**src/rtl/swb_pkg.sv**
```systemverilog
package swb_pkg;

  localparam int unsigned WORD_W = 32;
  localparam int unsigned BE_W   = WORD_W / 8;

  typedef enum logic [1:0] {
    S_IDLE  = 2'd0,
    S_DRAIN = 2'd1,
    S_FILL  = 2'd2,
    S_MERGE = 2'd3
  } swb_state_e;

  // Byte-lane merge: lane b takes the new byte when its enable is set.
  function automatic logic [WORD_W-1:0] swb_merge(
    input logic [WORD_W-1:0] old_w,
    input logic [WORD_W-1:0] new_w,
    input logic [BE_W-1:0]   be
  );
    logic [WORD_W-1:0] r;
    for (int b = 0; b < int'(BE_W); b++) begin
      r[8*b +: 8] = be[b] ? new_w[8*b +: 8] : old_w[8*b +: 8];
    end
    return r;
  endfunction

endpackage

```
**src/rtl/swb_post_reg.sv**
```systemverilog
module swb_post_reg import swb_pkg::*; #(
  parameter int unsigned ADDR_W = 32
) (
  input  logic              clk,
  input  logic              rst_n,
  input  logic              capture,
  input  logic              drop,
  input  logic [ADDR_W-1:0] in_addr,
  input  logic [WORD_W-1:0] in_data,
  input  logic [BE_W-1:0]   in_be,
  output logic              held,
  output logic [ADDR_W-1:0] held_addr,
  output logic [WORD_W-1:0] held_data,
  output logic [BE_W-1:0]   held_be
);

  always_ff @(posedge clk or negedge rst_n) begin
    if (!rst_n) begin
      held <= 1'b0;
    end else if (capture) begin
      held <= 1'b1;
    end else if (drop) begin
      held <= 1'b0;
    end
  end

  always_ff @(posedge clk or negedge rst_n) begin
    if (!rst_n) begin
      held_addr <= '0;
      held_data <= '0;
      held_be   <= '0;
    end else if (capture) begin
      held_addr <= in_addr;
      held_data <= in_data;
      held_be   <= in_be;
    end
  end

endmodule

```
**src/rtl/swb_line_store.sv**
```systemverilog
module swb_line_store import swb_pkg::*; #(
  parameter int unsigned SETS       = 8,
  parameter int unsigned LINE_WORDS = 4,
  parameter int unsigned TAG_W      = 25
) (
  input  logic                          clk,
  input  logic                          rst_n,
  input  logic [$clog2(SETS)-1:0]       rd_idx,
  input  logic [$clog2(LINE_WORDS)-1:0] rd_off,
  input  logic [TAG_W-1:0]              rd_tag,
  output logic                          rd_hit,
  output logic [WORD_W-1:0]             rd_word,
  input  logic                          wr_en,
  input  logic [$clog2(SETS)-1:0]       wr_idx,
  input  logic [$clog2(LINE_WORDS)-1:0] wr_off,
  input  logic [WORD_W-1:0]             wr_data,
  input  logic                          tag_set,
  input  logic                          tag_clr,
  input  logic [$clog2(SETS)-1:0]       tag_idx,
  input  logic [TAG_W-1:0]              tag_val
);

  localparam int unsigned IDX_W = $clog2(SETS);
  localparam int unsigned OFF_W = $clog2(LINE_WORDS);
  localparam int unsigned DEPTH = SETS * LINE_WORDS;

  logic              vld_q [SETS];
  logic [TAG_W-1:0]  tag_q [SETS];
  logic [WORD_W-1:0] dat_q [DEPTH];

  for (genvar s = 0; s < int'(SETS); s++) begin : g_set
    always_ff @(posedge clk or negedge rst_n) begin
      if (!rst_n) begin
        vld_q[s] <= 1'b0;
        tag_q[s] <= '0;
      end else if (tag_set && (tag_idx == IDX_W'(s))) begin
        vld_q[s] <= 1'b1;
        tag_q[s] <= tag_val;
      end else if (tag_clr && (tag_idx == IDX_W'(s))) begin
        vld_q[s] <= 1'b0;
      end
    end
  end

  always_ff @(posedge clk) begin
    if (wr_en) begin
      dat_q[{wr_idx, wr_off}] <= wr_data;
    end
  end

  assign rd_hit  = vld_q[rd_idx] && (tag_q[rd_idx] == rd_tag);
  assign rd_word = dat_q[{rd_idx, rd_off}];

  logic unused_off_w;
  assign unused_off_w = (OFF_W == 0);

endmodule

```
**src/rtl/swb_drain_fsm.sv**
```systemverilog
module swb_drain_fsm import swb_pkg::*; #(
  parameter int unsigned LINE_W     = 27,
  parameter int unsigned LINE_WORDS = 4
) (
  input  logic                          clk,
  input  logic                          rst_n,
  input  logic                          cpu_req,
  input  logic                          cpu_we,
  input  logic                          lk_hit,
  input  logic [LINE_W-1:0]             lk_line,
  input  logic                          nl_rvalid,
  input  logic                          buf_held,
  output logic                          busy,
  output logic                          cpu_ack,
  output logic                          ev_capture,
  output logic                          ev_start_fill,
  output logic                          ev_fill_word,
  output logic                          ev_fill_done,
  output logic                          ev_store_commit,
  output logic [LINE_W-1:0]             fill_line,
  output logic [$clog2(LINE_WORDS)-1:0] fill_off
);

  localparam int unsigned OFF_W = $clog2(LINE_WORDS);
  localparam logic [OFF_W-1:0] LAST_OFF = OFF_W'(LINE_WORDS - 1);

  swb_state_e state_q, state_d;
  logic idle, load_miss, drain_hit, drain_miss;

  assign idle       = (state_q == S_IDLE);
  assign busy       = !idle;
  assign cpu_ack    = idle && cpu_req && (cpu_we || lk_hit);
  assign ev_capture = cpu_ack && cpu_we;
  assign load_miss  = idle && cpu_req && !cpu_we && !lk_hit;
  assign drain_hit  = (state_q == S_DRAIN) && lk_hit;
  assign drain_miss = (state_q == S_DRAIN) && !lk_hit;

  assign ev_start_fill   = load_miss || drain_miss;
  assign ev_fill_word    = (state_q == S_FILL) && nl_rvalid;
  assign ev_fill_done    = ev_fill_word && (fill_off == LAST_OFF);
  assign ev_store_commit = drain_hit || (state_q == S_MERGE);

  always_comb begin
    state_d = state_q;
    unique case (state_q)
      S_IDLE: begin
        if (ev_capture)     state_d = S_DRAIN;
        else if (load_miss) state_d = S_FILL;
      end
      S_DRAIN: state_d = drain_hit ? S_IDLE : S_FILL;
      S_FILL: begin
        if (ev_fill_done) state_d = buf_held ? S_MERGE : S_IDLE;
      end
      S_MERGE: state_d = S_IDLE;
      default: state_d = S_IDLE;
    endcase
  end

  always_ff @(posedge clk or negedge rst_n) begin
    if (!rst_n) begin
      state_q <= S_IDLE;
    end else begin
      state_q <= state_d;
    end
  end

  always_ff @(posedge clk or negedge rst_n) begin
    if (!rst_n) begin
      fill_line <= '0;
      fill_off  <= '0;
    end else if (ev_start_fill) begin
      fill_line <= lk_line;
      fill_off  <= '0;
    end else if (ev_fill_word) begin
      fill_off  <= fill_off + OFF_W'(1);
    end
  end

endmodule

```
**src/rtl/posted_store_buffer.sv**
```systemverilog
module posted_store_buffer import swb_pkg::*; #(
  parameter int unsigned ADDR_W     = 32,
  parameter int unsigned SETS       = 8,
  parameter int unsigned LINE_WORDS = 4
) (
  input  logic              clk,
  input  logic              rst_n,
  input  logic              cpu_req,
  input  logic              cpu_we,
  input  logic [ADDR_W-1:0] cpu_addr,
  input  logic [31:0]       cpu_wdata,
  input  logic [3:0]        cpu_be,
  output logic              cpu_ack,
  output logic              cpu_stall,
  output logic [31:0]       cpu_rdata,
  output logic              busy,
  output logic              nl_req,
  output logic [ADDR_W-1:0] nl_addr,
  input  logic              nl_rvalid,
  input  logic [31:0]       nl_rdata,
  output logic              nl_st_valid,
  output logic [ADDR_W-1:0] nl_st_addr,
  output logic [31:0]       nl_st_data,
  output logic [3:0]        nl_st_be
);

  localparam int unsigned BYTE_W = $clog2(BE_W);
  localparam int unsigned OFF_W  = $clog2(LINE_WORDS);
  localparam int unsigned IDX_W  = $clog2(SETS);
  localparam int unsigned TAG_W  = ADDR_W - IDX_W - OFF_W - BYTE_W;
  localparam int unsigned LINE_W = TAG_W + IDX_W;

  // Address arithmetic
  function automatic logic [LINE_W-1:0] line_of(input logic [ADDR_W-1:0] a);
    return a[ADDR_W-1 -: LINE_W];
  endfunction

  function automatic logic [OFF_W-1:0] off_of(input logic [ADDR_W-1:0] a);
    return a[BYTE_W +: OFF_W];
  endfunction

  function automatic logic [TAG_W-1:0] tag_of(input logic [LINE_W-1:0] l);
    return l[LINE_W-1 -: TAG_W];
  endfunction

  function automatic logic [IDX_W-1:0] idx_of(input logic [LINE_W-1:0] l);
    return l[IDX_W-1:0];
  endfunction

  function automatic logic [ADDR_W-1:0] base_of(input logic [LINE_W-1:0] l);
    return {l, {(OFF_W + BYTE_W){1'b0}}};
  endfunction

  // Named internal events
  logic              buf_held;
  logic [ADDR_W-1:0] buf_addr;
  logic [WORD_W-1:0] buf_data;
  logic [BE_W-1:0]   buf_be;
  logic              ev_capture, ev_start_fill, ev_fill_word, ev_fill_done, ev_store_commit;
  logic [LINE_W-1:0] fill_line;
  logic [OFF_W-1:0]  fill_off;

  logic [ADDR_W-1:0] lk_addr;
  logic [LINE_W-1:0] lk_line;
  logic              lk_hit;
  logic [WORD_W-1:0] rd_word;

  logic              wr_en;
  logic [IDX_W-1:0]  wr_idx;
  logic [OFF_W-1:0]  wr_off;
  logic [WORD_W-1:0] wr_data;
  logic [IDX_W-1:0]  tag_idx;

  // One lookup port: the processor address while idle, the held store otherwise.
  assign lk_addr = busy ? buf_addr : cpu_addr;
  assign lk_line = line_of(lk_addr);

  swb_post_reg #(.ADDR_W(ADDR_W)) u_post (
    .clk       (clk),
    .rst_n     (rst_n),
    .capture   (ev_capture),
    .drop      (ev_store_commit),
    .in_addr   (cpu_addr),
    .in_data   (cpu_wdata),
    .in_be     (cpu_be),
    .held      (buf_held),
    .held_addr (buf_addr),
    .held_data (buf_data),
    .held_be   (buf_be)
  );

  swb_drain_fsm #(.LINE_W(LINE_W), .LINE_WORDS(LINE_WORDS)) u_fsm (
    .clk             (clk),
    .rst_n           (rst_n),
    .cpu_req         (cpu_req),
    .cpu_we          (cpu_we),
    .lk_hit          (lk_hit),
    .lk_line         (lk_line),
    .nl_rvalid       (nl_rvalid),
    .buf_held        (buf_held),
    .busy            (busy),
    .cpu_ack         (cpu_ack),
    .ev_capture      (ev_capture),
    .ev_start_fill   (ev_start_fill),
    .ev_fill_word    (ev_fill_word),
    .ev_fill_done    (ev_fill_done),
    .ev_store_commit (ev_store_commit),
    .fill_line       (fill_line),
    .fill_off        (fill_off)
  );

  // Fill words and the merged store share the single write port.
  assign wr_en   = ev_fill_word || ev_store_commit;
  assign wr_idx  = ev_fill_word ? idx_of(fill_line) : idx_of(lk_line);
  assign wr_off  = ev_fill_word ? fill_off : off_of(lk_addr);
  assign wr_data = ev_fill_word ? nl_rdata : swb_merge(rd_word, buf_data, buf_be);
  assign tag_idx = ev_fill_done ? idx_of(fill_line) : idx_of(lk_line);

  swb_line_store #(.SETS(SETS), .LINE_WORDS(LINE_WORDS), .TAG_W(TAG_W)) u_lines (
    .clk     (clk),
    .rst_n   (rst_n),
    .rd_idx  (idx_of(lk_line)),
    .rd_off  (off_of(lk_addr)),
    .rd_tag  (tag_of(lk_line)),
    .rd_hit  (lk_hit),
    .rd_word (rd_word),
    .wr_en   (wr_en),
    .wr_idx  (wr_idx),
    .wr_off  (wr_off),
    .wr_data (wr_data),
    .tag_set (ev_fill_done),
    .tag_clr (ev_start_fill),
    .tag_idx (tag_idx),
    .tag_val (tag_of(fill_line))
  );

  assign cpu_stall   = cpu_req && !cpu_ack;
  assign cpu_rdata   = rd_word;
  assign nl_req      = ev_start_fill;
  assign nl_addr     = base_of(lk_line);
  assign nl_st_valid = ev_store_commit;
  assign nl_st_addr  = buf_addr;
  assign nl_st_data  = buf_data;
  assign nl_st_be    = buf_be;

  logic unused_low_bits;
  assign unused_low_bits = ^lk_addr[BYTE_W-1:0];

endmodule

```
**config.mk**
```make
export PLATFORM = sky130hd
export DESIGN_NAME = posted_store_buffer
export DESIGN_NICKNAME = d
export VERILOG_FILES = /design/src/rtl/swb_pkg.sv /design/src/rtl/swb_post_reg.sv /design/src/rtl/swb_line_store.sv /design/src/rtl/swb_drain_fsm.sv /design/src/rtl/posted_store_buffer.sv
export SDC_FILE = /design/constraint.sdc
export NUM_CORES = 2
export LEC_CHECK = 0
export BUFFER_PORTS_ARGS = -buffer_cell sky130_fd_sc_hd__buf_2
export CAP_MARGIN = 20
export CORE_ASPECT_RATIO = 1.5
export CORE_UTILIZATION = 25
export DETAILED_ROUTE_END_ITERATION = 10
export PLACE_DENSITY_LB_ADDON = 0.08
export SYNTH_ARGS = -nofsm -noshare
export SYNTH_HDL_FRONTEND = slang
export SYNTH_SLANG_ARGS = --single-unit
```
**constraint.sdc**
```tcl
create_clock -name clk -period 5.5 [get_ports clk]
set_input_delay 0.55 -clock clk [delete_from_list [all_inputs] [get_ports clk]]
set_output_delay 0.55 -clock clk [all_outputs]
set_load 0.02 [all_outputs]
```
==> metrics.txt <==
status=finished clean; Hold Path Cell Cnt=3; MaxCap Viol Count=0; initial antenna violation count=9; PwrDens=647 nW/um^2; setup TNS=0 ps; final hold slack=around 67 ps; Iter 0 DRT Violations=between 1500 and 2000; port bufs=237; Post-synth EDFFs=1024; Worst setup SP type=flip-flop; Fmax=191 MHz; Flop pwr share=35.7%; synth warn=0; Leak Pwr=0.0248 uW; WP data arrival=roughly 4700 ps; antenna viol nets, final=0; sequential share of the synthesized area=68.9%; Synth Cell Area=around 56000 um^2; Area growth, synth to finish=22.5%; die footprint=225000 um^2; register-to-register setup slack=870 ps; Post-synth ARST share=a little under a quarter; Sink Count=~1300; Die Wd=388 um; Synth top cells by count=1024 x edfxtp_1, 355 x nand2_1, 309 x dfrtp_1; Skew-Pair Late Insertion Delay=between 800 and 900 ps; Final Hold Fails=0; CP dominant cell by count=buf_4; kind of critical path=flip-flop to output port; core area=about 220000 um^2; Req. time, crit path=between 4000 and 5000 ps; Clock Power Share=22.7%; crit path max-delay cell type=or4b_1; final setup vio count=0; length of the first detailed-routing pass in iterations=4; worst setup skew after layout=69.4 ps; Final period util=95.4%; I/O pin total=242; gpl congestion=0.725; largest net degree at the start of global routing=between 100 and 150; CTS Buf Count=156; P_int=27200 uW; Sw Share=38.5%; layout cells sized above 1=35.0%; final wirelength=slightly below 200000 um; vias in the first global route=34100; Via density=4.70; Slew Viols, Final=0; clk buf depth=4; Synth Register Bits=1333; Worst Max-Slew Pin Slew=1050 ps; Die Span Y=581 um; NetSw=17000 uW; Synth Flop Type=edfxtp_1; Hold Crit Class=input port to flip-flop; FP Rows=212; Synth top area share=a little under three fifths; initial core utilization=25.1%; R2R cell count=14; drt wl/cell=29.1 um; root cell of the clock tree=clkbuf_16; via count=31600; CP Depth=13; CTS tree=yes; first-pass GRT wire length=273000 um; Total Routing Usage GR=17.1%; GR Overflow Total=0; DP Wirelength=113000 um; crit end category=output port; Final nets=3816; Rel. slew slack=29.7%; Worst Path Max Fanout=16; combinational power share=between 40% and 50%; Mapped Cells=3257; worst stage delay on the critical path=approximately 610 ps; drt drc=0; Synth area leaders=edfxtp_1 55%, dfrtp_1 14%, mux4_2 10%, mux2_2 5.4%, mux2i_1 4.1%; worst vdd rail ir drop=a little over 700 uV; final critical-path required period=between 5000 and 6000 ps; number of library cell types mapped by synthesis=58; RSZ-0062 raised after global routing=no; cell taking the most area after synthesis=edfxtp_1; H-tree levels=4; crit-path cells=nor2_8 > buf_6 > mux2i_1 > o32ai_1 > o21ai_1 > or3b_1 > or4b_1 > nor4_4 > buf_4 > buf_4 > o21ai_0 > and2_1 > buf_2; most instantiated library cell after synthesis=edfxtp_1; clk slew on worst S/H paths=60 ps; WP buf/inv=4; CP top delay family=simple AND/OR/NAND/NOR gates; Avg Cell Area, Syn=17.1 um^2
## repair_timing
item / 4_1_cts / 5_1_grt
gates resized for setup: 8 / 7
hold endpoints to repair: 143 / 0
cloned: 0 / 2
setup endpoints to repair: 23 / 8
pin swaps: 1 / 6
hold buffers: 63 / 0
setup buffers: 0 / 8
## cell families (layout without fill, tap and decap cells)
logic type | after synthesis | count (layout) | share of synthesized area, %
DFF | 1333 | 1333 | 68.9
muxes | 780 | 780 | 20.6
and+or+nand+nor | 667 | 667 | 5.27
AOI/OAI and AO/OA | 246 | 246 | 3.22
buffers and inverters | 222 | 786 | 1.85
xor gates and xnor gates | 7 | 7 | 0.110
adders and majority gates | 1 | 1 | 0.0224
other | 1 | 8 | 0.00671
## registers in the layout (all words and copies together), names as in the netlist
register	flops
u_post.held_addr	32
u_lines.tag_q	200
u_lines.vld_q	8
u_lines.dat_q	1024
u_fsm.state_q	2
u_post.held_be	4
u_post.held	1
u_post.held_data	32
u_fsm.fill_line	28
u_fsm.fill_off	2
## final cells by class
class,instances,area (um^2)
Inverter,11,58.8
Sequential cell,1333,38500
Clock buffer,200,4170
Timing Repair Buffer,503,4430
Tap cell,2889,3610
Fill cell,22000,154000
Clock inverter,72,606
Multi-Input combinational cell,1705,17000
Antenna cell,4,10.0
## final timing paths
path	startpoint	endpoint
min in group asynchronous	rst_n	u_lines.tag_q[118]
min reg2reg	u_lines.tag_q[42]	u_lines.tag_q[42]
max	u_fsm.state_q[0]	cpu_stall
max reg2reg	u_fsm.state_q[0]	u_lines.dat_q[16][11]
min	cpu_addr[5]	u_post.held_addr[5]
max in group asynchronous	rst_n	u_post.held_addr[19]
## placed cells by master (no fill, tap or decap), drive strengths merged, types with 6 or more instances in the layout
cell / instances
a311oi: 32
mux2: 295
clkbuf: 202
a31oi: 6
nor2: 128
a21oi: 70
buf: 438
o21a: 17
o21ai: 21
nor3: 17
a31o: 32
dlygate4sd3: 63
xnor2: 6
inv: 14
bufinv: 9
nor4: 14
mux2i: 227
dfrtp: 309
and3: 54
a211oi: 20
mux4: 258
nand3: 70
o32ai: 38
clkinv: 58
nand2: 355
edfxtp: 1024
## layer usage
metal  vias up  part of all wire (%)  GRT usage, %
met2       599                    53          31.4
met3       234                   3.0          2.16
met1     17000                    42          21.0
met4         2                   2.3          4.36
li1      13700                     -             -
met5         -                0.0067             0
## tightest hold or removal path: stages
cell     delay, ps
buf_2          150
nand2_1         70
o21ai_0         70
## through the flow
step                cell area (um^2)  worst slack, ps  cells  utilization (%)  power (uW)
floorplan                      55900              410   3260                -       26300
global placement               62600             -106   6359             28.2       34600
detailed placement             62800              399   6368             28.2       34800
CTS                            68200            -67.7   6703             30.7       45100
global route                   68400             5.43   6717             30.8       46600
finish                         68400              254   6717             30.8       44300
## power groups by stage
stage                     combinational (uW)  clock (uW)  sequential (uW)
after floorplan                        10300           0            15900
after global placement                 18500           0            16000
after detailed placement               18800           0            16000
after CTS                              18900       10400            15800
after global routing                   19900       10800            16000
final                                  18400       10100            15800
No activity file was read; power rests on OpenSTA's default activity.
